## config.mk

```make
export PLATFORM = sky130hd
export DESIGN_NAME = can_bit_timer
export DESIGN_NICKNAME = d
export VERILOG_FILES = /design/src/rtl/can_bit_timer.sv
export SDC_FILE = /design/constraint.sdc
export NUM_CORES = 1
export LEC_CHECK = 0
export BUFFER_PORTS_ARGS = -buffer_cell sky130_fd_sc_hd__buf_4
export CAP_MARGIN = 20
export CELL_PAD_IN_SITES_DETAIL_PLACEMENT = 1
export CELL_PAD_IN_SITES_GLOBAL_PLACEMENT = 2
export CORE_ASPECT_RATIO = 2
export CORE_MARGIN = 2
export CORE_UTILIZATION = 35
export CTS_CLUSTER_SIZE = 8
export DETAILED_ROUTE_END_ITERATION = 6
export PLACE_DENSITY = 0.78
export SYNTH_ARGS = -nofsm -noshare
export SYNTH_HDL_FRONTEND = slang
export SYNTH_SLANG_ARGS = --single-unit
export TNS_END_PERCENT = 100
```

## constraint.sdc

```tcl
create_clock -name clk -period 7.7 [get_ports clk]
set_clock_uncertainty 0.2 [all_clocks]
set_input_delay 0 -clock clk [delete_from_list [all_inputs] [get_ports clk]]
set_output_delay 0 -clock clk [all_outputs]
set_load 0.005 [all_outputs]
```

## src/rtl/can_bit_timer.sv

```systemverilog
module can_bit_timer #(
  parameter int BRP_W = 6,
  parameter int SEG_W = 4,
  parameter int SJW_W = 2
) (
  input  logic             clk,
  input  logic             rst_n,
  input  logic             rx_raw,
  input  logic             tx_dom,
  input  logic             hsync_en,
  input  logic [BRP_W-1:0] cfg_brp,
  input  logic [SEG_W-1:0] cfg_prop,
  input  logic [SEG_W-1:0] cfg_ph1,
  input  logic [SEG_W-1:0] cfg_ph2,
  input  logic [SJW_W-1:0] cfg_sjw,
  output logic             sample_stb,
  output logic             rx_bit,
  output logic             tx_stb
);
  localparam int QW = (SJW_W > SEG_W) ? SJW_W + 3 : SEG_W + 2;

  logic             rx_meta, rx_s, rx_d;
  logic [BRP_W-1:0] pcnt;
  logic [QW-1:0]    qcnt, ext, shr;
  logic             edge_pend, sync_done;

  logic             fall, tick, hard, can_rs, lengthen, shorten, at_sample, at_end;
  logic [QW-1:0]    sjw_q, sp_pos, end_pos, err_early, lim_late, lim_early, sp_nxt, end_nxt;

  assign fall   = rx_d & ~rx_s;
  assign tick   = (pcnt >= cfg_brp);
  assign hard   = fall & hsync_en;
  assign can_rs = tick & (edge_pend | fall) & ~hsync_en & ~tx_dom & ~sync_done;

  assign sjw_q     = QW'(cfg_sjw);
  assign sp_pos    = QW'(cfg_prop) + QW'(cfg_ph1) + ext;
  assign end_pos   = sp_pos + QW'(cfg_ph2) - shr;
  assign err_early = end_pos + QW'(1) - qcnt;

  assign lengthen  = can_rs && (qcnt != '0) && (qcnt <= sp_pos);
  assign shorten   = can_rs && (qcnt > sp_pos);
  assign lim_late  = (qcnt < sjw_q) ? qcnt : sjw_q;
  assign lim_early = (err_early < sjw_q) ? err_early : sjw_q;

  assign sp_nxt    = lengthen ? sp_pos + lim_late : sp_pos;
  assign end_nxt   = shorten ? end_pos - lim_early : end_pos;
  assign at_sample = tick && (qcnt == sp_nxt);
  assign at_end    = tick && (qcnt >= end_nxt);

  always_ff @(posedge clk or negedge rst_n) begin
    if (!rst_n) begin
      rx_meta    <= 1'b1;
      rx_s       <= 1'b1;
      rx_d       <= 1'b1;
      pcnt       <= '0;
      qcnt       <= '0;
      ext        <= '0;
      shr        <= '0;
      edge_pend  <= 1'b0;
      sync_done  <= 1'b0;
      sample_stb <= 1'b0;
      tx_stb     <= 1'b0;
      rx_bit     <= 1'b1;
    end else begin
      rx_meta    <= rx_raw;
      rx_s       <= rx_meta;
      rx_d       <= rx_s;
      sample_stb <= 1'b0;
      tx_stb     <= 1'b0;
      if (hard) begin
        pcnt      <= '0;
        qcnt      <= '0;
        ext       <= '0;
        shr       <= '0;
        edge_pend <= 1'b0;
        sync_done <= 1'b1;
      end else begin
        pcnt      <= tick ? '0 : pcnt + 1'b1;
        edge_pend <= tick ? 1'b0 : (edge_pend | fall);
        if (tick) begin
          if (lengthen) ext <= ext + lim_late;
          if (shorten)  shr <= shr + lim_early;
          if (lengthen || shorten) sync_done <= 1'b1;
          if (at_sample) begin
            sample_stb <= 1'b1;
            rx_bit     <= rx_s;
            sync_done  <= 1'b0;
          end
          if (at_end) begin
            qcnt   <= '0;
            ext    <= '0;
            shr    <= '0;
            tx_stb <= 1'b1;
          end else begin
            qcnt <= qcnt + 1'b1;
          end
        end
      end
    end
  end
endmodule

```

---- Word-level counts from Yosys, hierarchy flattened ----
Index checks and enable logic that the tools add are counted.
cells by class
  add/sub/neg operators ................... 12
  multiply operators ...................... 0
  divide/modulo/power cells ............... 0
  $lt $le $gt $ge ......................... 6
  equal/unequal tests ..................... 1
  shifts and indexed selects .............. 0
  multiplexer cells ....................... 29
  bitwise operators ....................... 12
  reductions and logical operators ........ 15
operators by type and width
  cell                                          number
  two-way mux 6 bit                             17
  adder 6 x 1 -> 6 bit (second input constant)  3
  adder 6 bit                                   3
  subtractor 6 bit                              3
  greater-or-equal comparator 6 bit             2
  < comparator 6 x 2 -> 1 bit                   2
  two-way mux 1 bit                             12
  nonzero test 3 bit                            3
  adder 5 x 6 -> 6 bit                          1
  adder 6 x 4 -> 6 bit                          1
  bitwise AND 1 bit                             6
  == test 6 bit                                 1
  greater-than comparator 6 bit                 1
  <= comparator 6 bit                           1
  AND reduction 2 bit                           3
  nonzero test 6 bit                            1
  adder 4 x 4 -> 5 bit                          1
  logical AND 1 bit                             5
  inverter 1 bit                                5
  AND reduction 3 bit                           1
  nonzero test 2 bit                            1
  logical OR 1 bit                              1
  bitwise OR 1 bit                              1
storage, ports and cells
  bits in registers ....................... 32
  bits in latches ......................... 0
  bits in writable memories ............... 0
  bits in read-only memories .............. 0
  input bits .............................. 25
  output and inout port bits .............. 3
  word-level logic and storage cells ...... 87
  memories kept ........................... 0

---- Logic depth before layout (Yosys ltp) ----
  depth after elaboration ................. 15
  depth in mapped cells ................... 33
  gate-level depth less buffers ........... 33

---- Worst setup path after synthesis ----
OpenSTA, ideal clock, no wires.
  path type ............................... register -> register
  from .................................... reg ext[1]
  to ...................................... reg shr[0]
  setup time .............................. 0.067 ns
  arrival time ............................ 7.057 ns
  data required time ...................... 7.433 ns
  path slack .............................. 0.375 ns
  cell stages (with the launch flop) ...... 33
  buffers on the path ..................... 0
  period minus slack after synthesis ...... 7.325 ns
  cells stage by stage .................... dfrtp_1 > inv_1 > fa_1 > inv_1 > ha_1 > inv_1 > fa_1 > fa_1 > inv_1 > ha_1 > a21oi_1 > xnor2_1 > ha_1 > ha_1 > nor2b_1 > inv_1 > o21ai_0 > a21oi_1 > nor4bb_1 > nand2_1 > mux2_2 > ha_1 > inv_1 > fa_1 > o21ai_0 > ha_1 > a21o_1 > a21o_1 > a21o_1 > a21o_1 > a21oi_1 > a21o_1 > a32o_1
between the ends
  word-level cells in the longest chain between the ends .. 14
  elaborated cells on any way between the ends .. 20
  classes of those cells .................. 7 x add/sub; 3 x order compare; 6 x mux; 4 x reduce/logical
ends and longest elaborated chain
  element                            RTL line  RTL
  from (decl)                        24        logic [QW-1:0] qcnt, ext, shr;
  from (signal assigned)             81        if (lengthen) ext <= ext + lim_late;
  adder 5 x 6 -> 6 bit *             36        assign sp_pos = QW'(cfg_prop) + QW'(cfg_ph1) + ext;
  adder 6 x 4 -> 6 bit               37        assign end_pos = sp_pos + QW'(cfg_ph2) - shr;
  subtractor 6 bit                   37
  adder 6 x 1 -> 6 bit               38        assign err_early = end_pos + QW'(1) - qcnt;
  subtractor 6 bit                   38
  < comparator 6 x 2 -> 1 bit        43        assign lim_early = (err_early < sjw_q) ? err_early : sjw_q;
  two-way mux 6 bit                  43
  subtractor 6 bit                   46        assign end_nxt = shorten ? end_pos - lim_early : end_pos;
  two-way mux 6 bit                  46
  greater-or-equal comparator 6 bit  48        assign at_end = tick && (qcnt >= end_nxt);
  logical AND 1 bit                  48
  two-way mux 6 bit                  89        if (at_end) begin
  two-way mux 6 bit                  80        if (tick) begin
  two-way mux 6 bit                  70        if (hard) begin
  to (signal assigned)               82        if (shorten) shr <= shr + lim_early;
  to (decl)                          24
Mark *: on every way between the ends. The rest lies on a longest branch, timed or not. The select of a mux whose other input is x is not followed.
A chain may end at the register's enable or synchronous reset.

---- Worst setup path after layout ----
  from .................................... reg ext[1]
  to ...................................... reg qcnt[3]
between the ends
  word-level cells in the longest chain between the ends .. 14
  elaborated cells on any way between the ends .. 16
  classes of those cells .................. 6 x add/sub; 3 x order compare; 5 x mux; 2 x reduce/logical
ends and longest elaborated chain
  element                              RTL line  RTL
  adder 5 x 6 -> 6 bit *               36
  adder 6 x 4 -> 6 bit                 37
  subtractor 6 bit                     37
  adder 6 x 1 -> 6 bit                 38
  subtractor 6 bit                     38
  < comparator 6 x 2 -> 1 bit          43
  two-way mux 6 bit                    43
  subtractor 6 bit                     46
  two-way mux 6 bit *                  46
  greater-or-equal comparator 6 bit *  48
  logical AND 1 bit *                  48
  two-way mux 6 bit *                  89
  two-way mux 6 bit *                  80
  two-way mux 6 bit *                  70
  to (signal assigned)                 95        qcnt <= qcnt + 1'b1;
  to (decl)                            24
Marks and branches as above.

==> metrics.log <==
INFO  metric compound_gate_fraction_of_synth_area = 18.9%
INFO  metric drt-pass1-iter-count = 4
INFO  metric fin_tns_setup = 0 ns
INFO  metric most_used_standard_cell_by_instance_count_after_synthesis = sky130_fd_sc_hd__ha_1
INFO  metric synthFlopType = sky130_fd_sc_hd__dfrtp_1
INFO  metric violated_checks = negative hold slack
INFO  metric arrival = 7.43 ns
INFO  metric drv_cap = 0
INFO  metric yosys.area_share.xor_xnor = 8.99%
INFO  metric critPathCaptureType = flop
INFO  metric finalWorstPathRequiredPeriod = 7.43 ns
INFO  metric post_synth_fa_ha_maj_area_fraction = 29.2%
INFO  metric ctsRootBufferMaster = sky130_fd_sc_hd__clkbuf_16
INFO  metric avgViaCountPerCell = 5.20
INFO  metric drc_violation_count_after_routing = 0
INFO  metric synth.mux.area_fraction = 2.32%
INFO  metric met2WireLength = 6.59 mm
INFO  metric final-max-slew-violation-count = 0
INFO  metric clkSlewWorstSetupHoldPaths = 0.06 ns
INFO  metric floorplan.initialDensity = 36.1%
INFO  metric synth_common_cells = sky130_fd_sc_hd__ha_1 (63), sky130_fd_sc_hd__inv_1 (58), sky130_fd_sc_hd__a21oi_1 (33)
INFO  metric crit_path_launch_type = flop
INFO  metric critPathSlowestCell = sky130_fd_sc_hd__fa_1
INFO  metric synth_sequential_area_ratio = 22.0%
INFO  metric setup_violating_endpoint_count_in_the_final_report = 0
INFO  metric regToRegSetupSlack = 0.27 ns
INFO  metric final.period_utilization = 96.4%
INFO  metric worst-r2r-cell-count = 35
INFO  metric setup_repair_after_global_routing_missed_its_margin = yes
INFO  metric die-height = 149 um
INFO  metric worstReg2RegStart = ext[1]$_DFFE_PN0P_
INFO  metric multi_input_area = 2910 um^2
INFO  metric finish.net_count = 567
INFO  metric worst_slew_pin_slew = 0.954 ns
INFO  metric synth_area_leaders = sky130_fd_sc_hd__ha_1 (22%), sky130_fd_sc_hd__dfrtp_1 (19%), sky130_fd_sc_hd__fa_1 (7.7%), sky130_fd_sc_hd__xnor2_1 (6.5%), sky130_fd_sc_hd__inv_1 (5.9%)
INFO  metric fin_area = 4690 um^2
INFO  metric track_usage = 19.2%
INFO  metric wirelength = 10.8 mm
INFO  metric sequential_cell_area = 806 um^2
INFO  metric detail_route.wl_per_cell = 18.0 um
INFO  metric dpl_cell_area = 4100 um^2
INFO  metric synthesized_instance_count = 400
INFO  metric die_width = 76.3 um
INFO  metric area_growth_syn_to_layout = 28.0%
INFO  metric max_transition_margin = 35.7%
INFO  metric synth_top_family_by_area = adder cells
INFO  metric number_of_buffers_created_by_cts = 5
INFO  metric finalHoldWorstSlack = -0.00497 ns
INFO  metric first_pass_grt_wire_length = 16.8 mm
INFO  metric clk_latency = 0.29 ns
INFO  metric core.rowCount = 52
INFO  metric route.top_layer_used = met4
INFO  metric synth.lib_cells_used.distinct = 54
INFO  metric dp_hpwl = 8.49 mm
INFO  metric first_global_vias = 3,382
INFO  metric final_antenna_net_count = 0
INFO  metric first_iter_violations = 84
INFO  metric post_synth_edffs = 0
INFO  metric floorplan.die_area = 11,300 um^2
INFO  metric worst-endpoint-required = 7.71 ns
INFO  metric filler_cell_count = 1,203
INFO  metric worst_r2r_endpoint = qcnt[3]$_DFFE_PN0P_
INFO  metric synth_top_cell_by_area = sky130_fd_sc_hd__ha_1
INFO  metric critical_path.max_fanout = 5
INFO  metric number_of_warnings_reported_in_the_yosys_synthesis_log = 0
INFO  metric status = finished, violations left
INFO  metric clock_sink_count = 32
INFO  metric h-tree-depth = 2
INFO  metric synth_top_cell_area_share = 21.5%
INFO  metric grt_max_degree = 33
INFO  metric synth.cell_area = 3660 um^2
INFO  metric n_antenna_cell = 0
INFO  metric simple_gate_area_share_of_the_yosys_netlist = 11.3%
INFO  metric place.gp.congestion = 0.818
INFO  metric finish.utilization = 46.2%
INFO  metric placement.io_buffers = 27
INFO  metric floorplan.core_area = 10,100 um^2
INFO  metric grt.overflow.total = 0
INFO  metric ios = 28
INFO  metric number_of_vias_in_the_routed_layout = 3,128
INFO  metric wl_met1 = 3.60 mm
INFO  metric criticalPathCategory = flop to flop
INFO  metric max_clock_freq = 135 MHz
INFO  metric wire_length_on_met3 = 200 um
INFO  metric antenna_violations_before_repair = 0
INFO  metric final_layout_size_suffix_gt1_share = 25.8%
INFO  metric worst_min_delay_path_class = primary input to async pin
INFO  metric timing.critical_path.slowest_cell_delay = 0.56 ns
INFO  metric postSynth.asyncResetShare = 100%
INFO  metric cts_tree = done
INFO  metric cts.path.max_buffers = 2
INFO  metric final_hold_viol_count = 2
INFO  metric ys_ff_latch = 32
INFO  metric syn_avg_cell_area = 9.15 um^2
## logic make-up (layout without fill, tap and decap cells)
group	after synthesis	count (layout)
other	2	12
adder cells (fa/ha/maj)	77	77
XOR/XNOR	36	36
buffers and inverters	65	121
multiplexers	8	8
AO/OA/AOI/OAI	103	103
flip-flops	32	32
AND/OR/NAND/NOR	77	77
## metal layers
| layer | vias up | track usage (%) |
|---|---|---|
| met5 | - | 0 |
| met4 | 0 | 8.36 |
| met3 | 24 | 1.64 |
| met2 | 55 | 40.4 |
| met1 | 1547 | 18.2 |
| li1 | 1502 | - |
## final cells by class
class / instances / area share, %
Clock buffer: 6 / 2.75
Clock inverter: 2 / 0.748
Inverter: 59 / 4.78
Multi-Input combinational cell: 313 / 62.0
Sequential cell: 32 / 17.2
Tap cell: 135 / 3.60
Timing Repair Buffer: 54 / 8.92
## cells in the final DEF (no fill, tap or decap), types with 3 or more instances in the layout
cell	synthesis	final
sky130_fd_sc_hd__ha_1	63	55
sky130_fd_sc_hd__inv_1	58	53
sky130_fd_sc_hd__buf_4	0	50
sky130_fd_sc_hd__dfrtp_1	28	28
sky130_fd_sc_hd__xnor2_1	27	24
sky130_fd_sc_hd__nor2_1	23	23
sky130_fd_sc_hd__a21oi_1	33	22
sky130_fd_sc_hd__nand2_1	18	18
sky130_fd_sc_hd__a21o_1	19	18
sky130_fd_sc_hd__o21ai_0	18	14
sky130_fd_sc_hd__conb_1	2	12
sky130_fd_sc_hd__fa_1	14	11
sky130_fd_sc_hd__a21oi_2	0	10
sky130_fd_sc_hd__ha_4	0	7
sky130_fd_sc_hd__nand2b_1	6	6
sky130_fd_sc_hd__xor2_1	8	6
sky130_fd_sc_hd__inv_2	1	5
sky130_fd_sc_hd__a32o_1	5	5
sky130_fd_sc_hd__clkbuf_16	0	5
sky130_fd_sc_hd__nand4_1	4	4
sky130_fd_sc_hd__nand3_1	5	4
sky130_fd_sc_hd__dfstp_2	4	4
sky130_fd_sc_hd__nor2b_1	5	3
sky130_fd_sc_hd__nor3_1	4	3
sky130_fd_sc_hd__o21bai_1	3	3
sky130_fd_sc_hd__o21a_1	3	3
sky130_fd_sc_hd__mux2i_1	4	3
sky130_fd_sc_hd__a211oi_1	4	3
sky130_fd_sc_hd__a31oi_1	3	3
sky130_fd_sc_hd__fa_2	0	3
## state kept, by name, summed over array words and instances (netlist names)
| signal | count |
|---|---|
| rx_bit | 1 |
| shr | 6 |
| rx_meta | 1 |
| qcnt | 6 |
| edge_pend | 1 |
| sync_done | 1 |
| rx_s | 1 |
| ext | 6 |
| pcnt | 6 |
| rx_d | 1 |
| sample_stb | 1 |
| tx_stb | 1 |
## through the flow
step | setup slack, ns | instances
2_1_floorplan | 0.375 | 410
4_1_cts | 0.00765 | 587
6_report | 0.275 | 601
5_1_grt | -0.0822 | 601
3_3_place_gp | -0.149 | 575
3_5_place_dp | -0.280 | 575
## how the worst max path moves through the flow
stage | start | to | slack [ns] | depth (start not counted)
5_1_grt | ext[1]$_DFFE_PN0P_ | qcnt[2]$_DFFE_PN0P_ | -0.08 | 35
3_5_place_dp | ext[1]$_DFFE_PN0P_ | shr[3]$_DFFE_PN0P_ | -0.28 | 31
6_report | ext[1]$_DFFE_PN0P_ | qcnt[3]$_DFFE_PN0P_ | 0.27 | 35
3_3_place_gp | ext[1]$_DFFE_PN0P_ | shr[1]$_DFFE_PN0P_ | -0.15 | 31
4_1_cts | ext[1]$_DFFE_PN0P_ | qcnt[5]$_DFFE_PN0P_ | 0.008 | 35
2_1_floorplan | ext[1]$_DFFE_PN0P_ | shr[0]$_DFFE_PN0P_ | 0.38 | 32
## critical path: cells and delay by family (launching register included)
family                     cells  cell delay (ns)
and+or+nand+nor                6             0.93
AOI/OAI and AO/OA              8             1.33
muxes                          1             0.25
xor gates and xnor gates       2             0.30
adders and majority gates     10             3.29
buffers and inverters          8             0.63
DFF                            1             0.41
## repair_timing
action | 4_1_cts | 5_1_grt
pin swaps | 3 | 34
resized for setup | 12 | 47
endpoints found under the hold margin | 33 | 0
setup endpoints to repair | 18 | 19
buffers inserted | 1 | 14
cloned | 1 | 0
hold buffers | 2 | 0
Power is not shown: default switching activity piles up to over one toggle a cycle in this logic, so the estimate is an artifact.
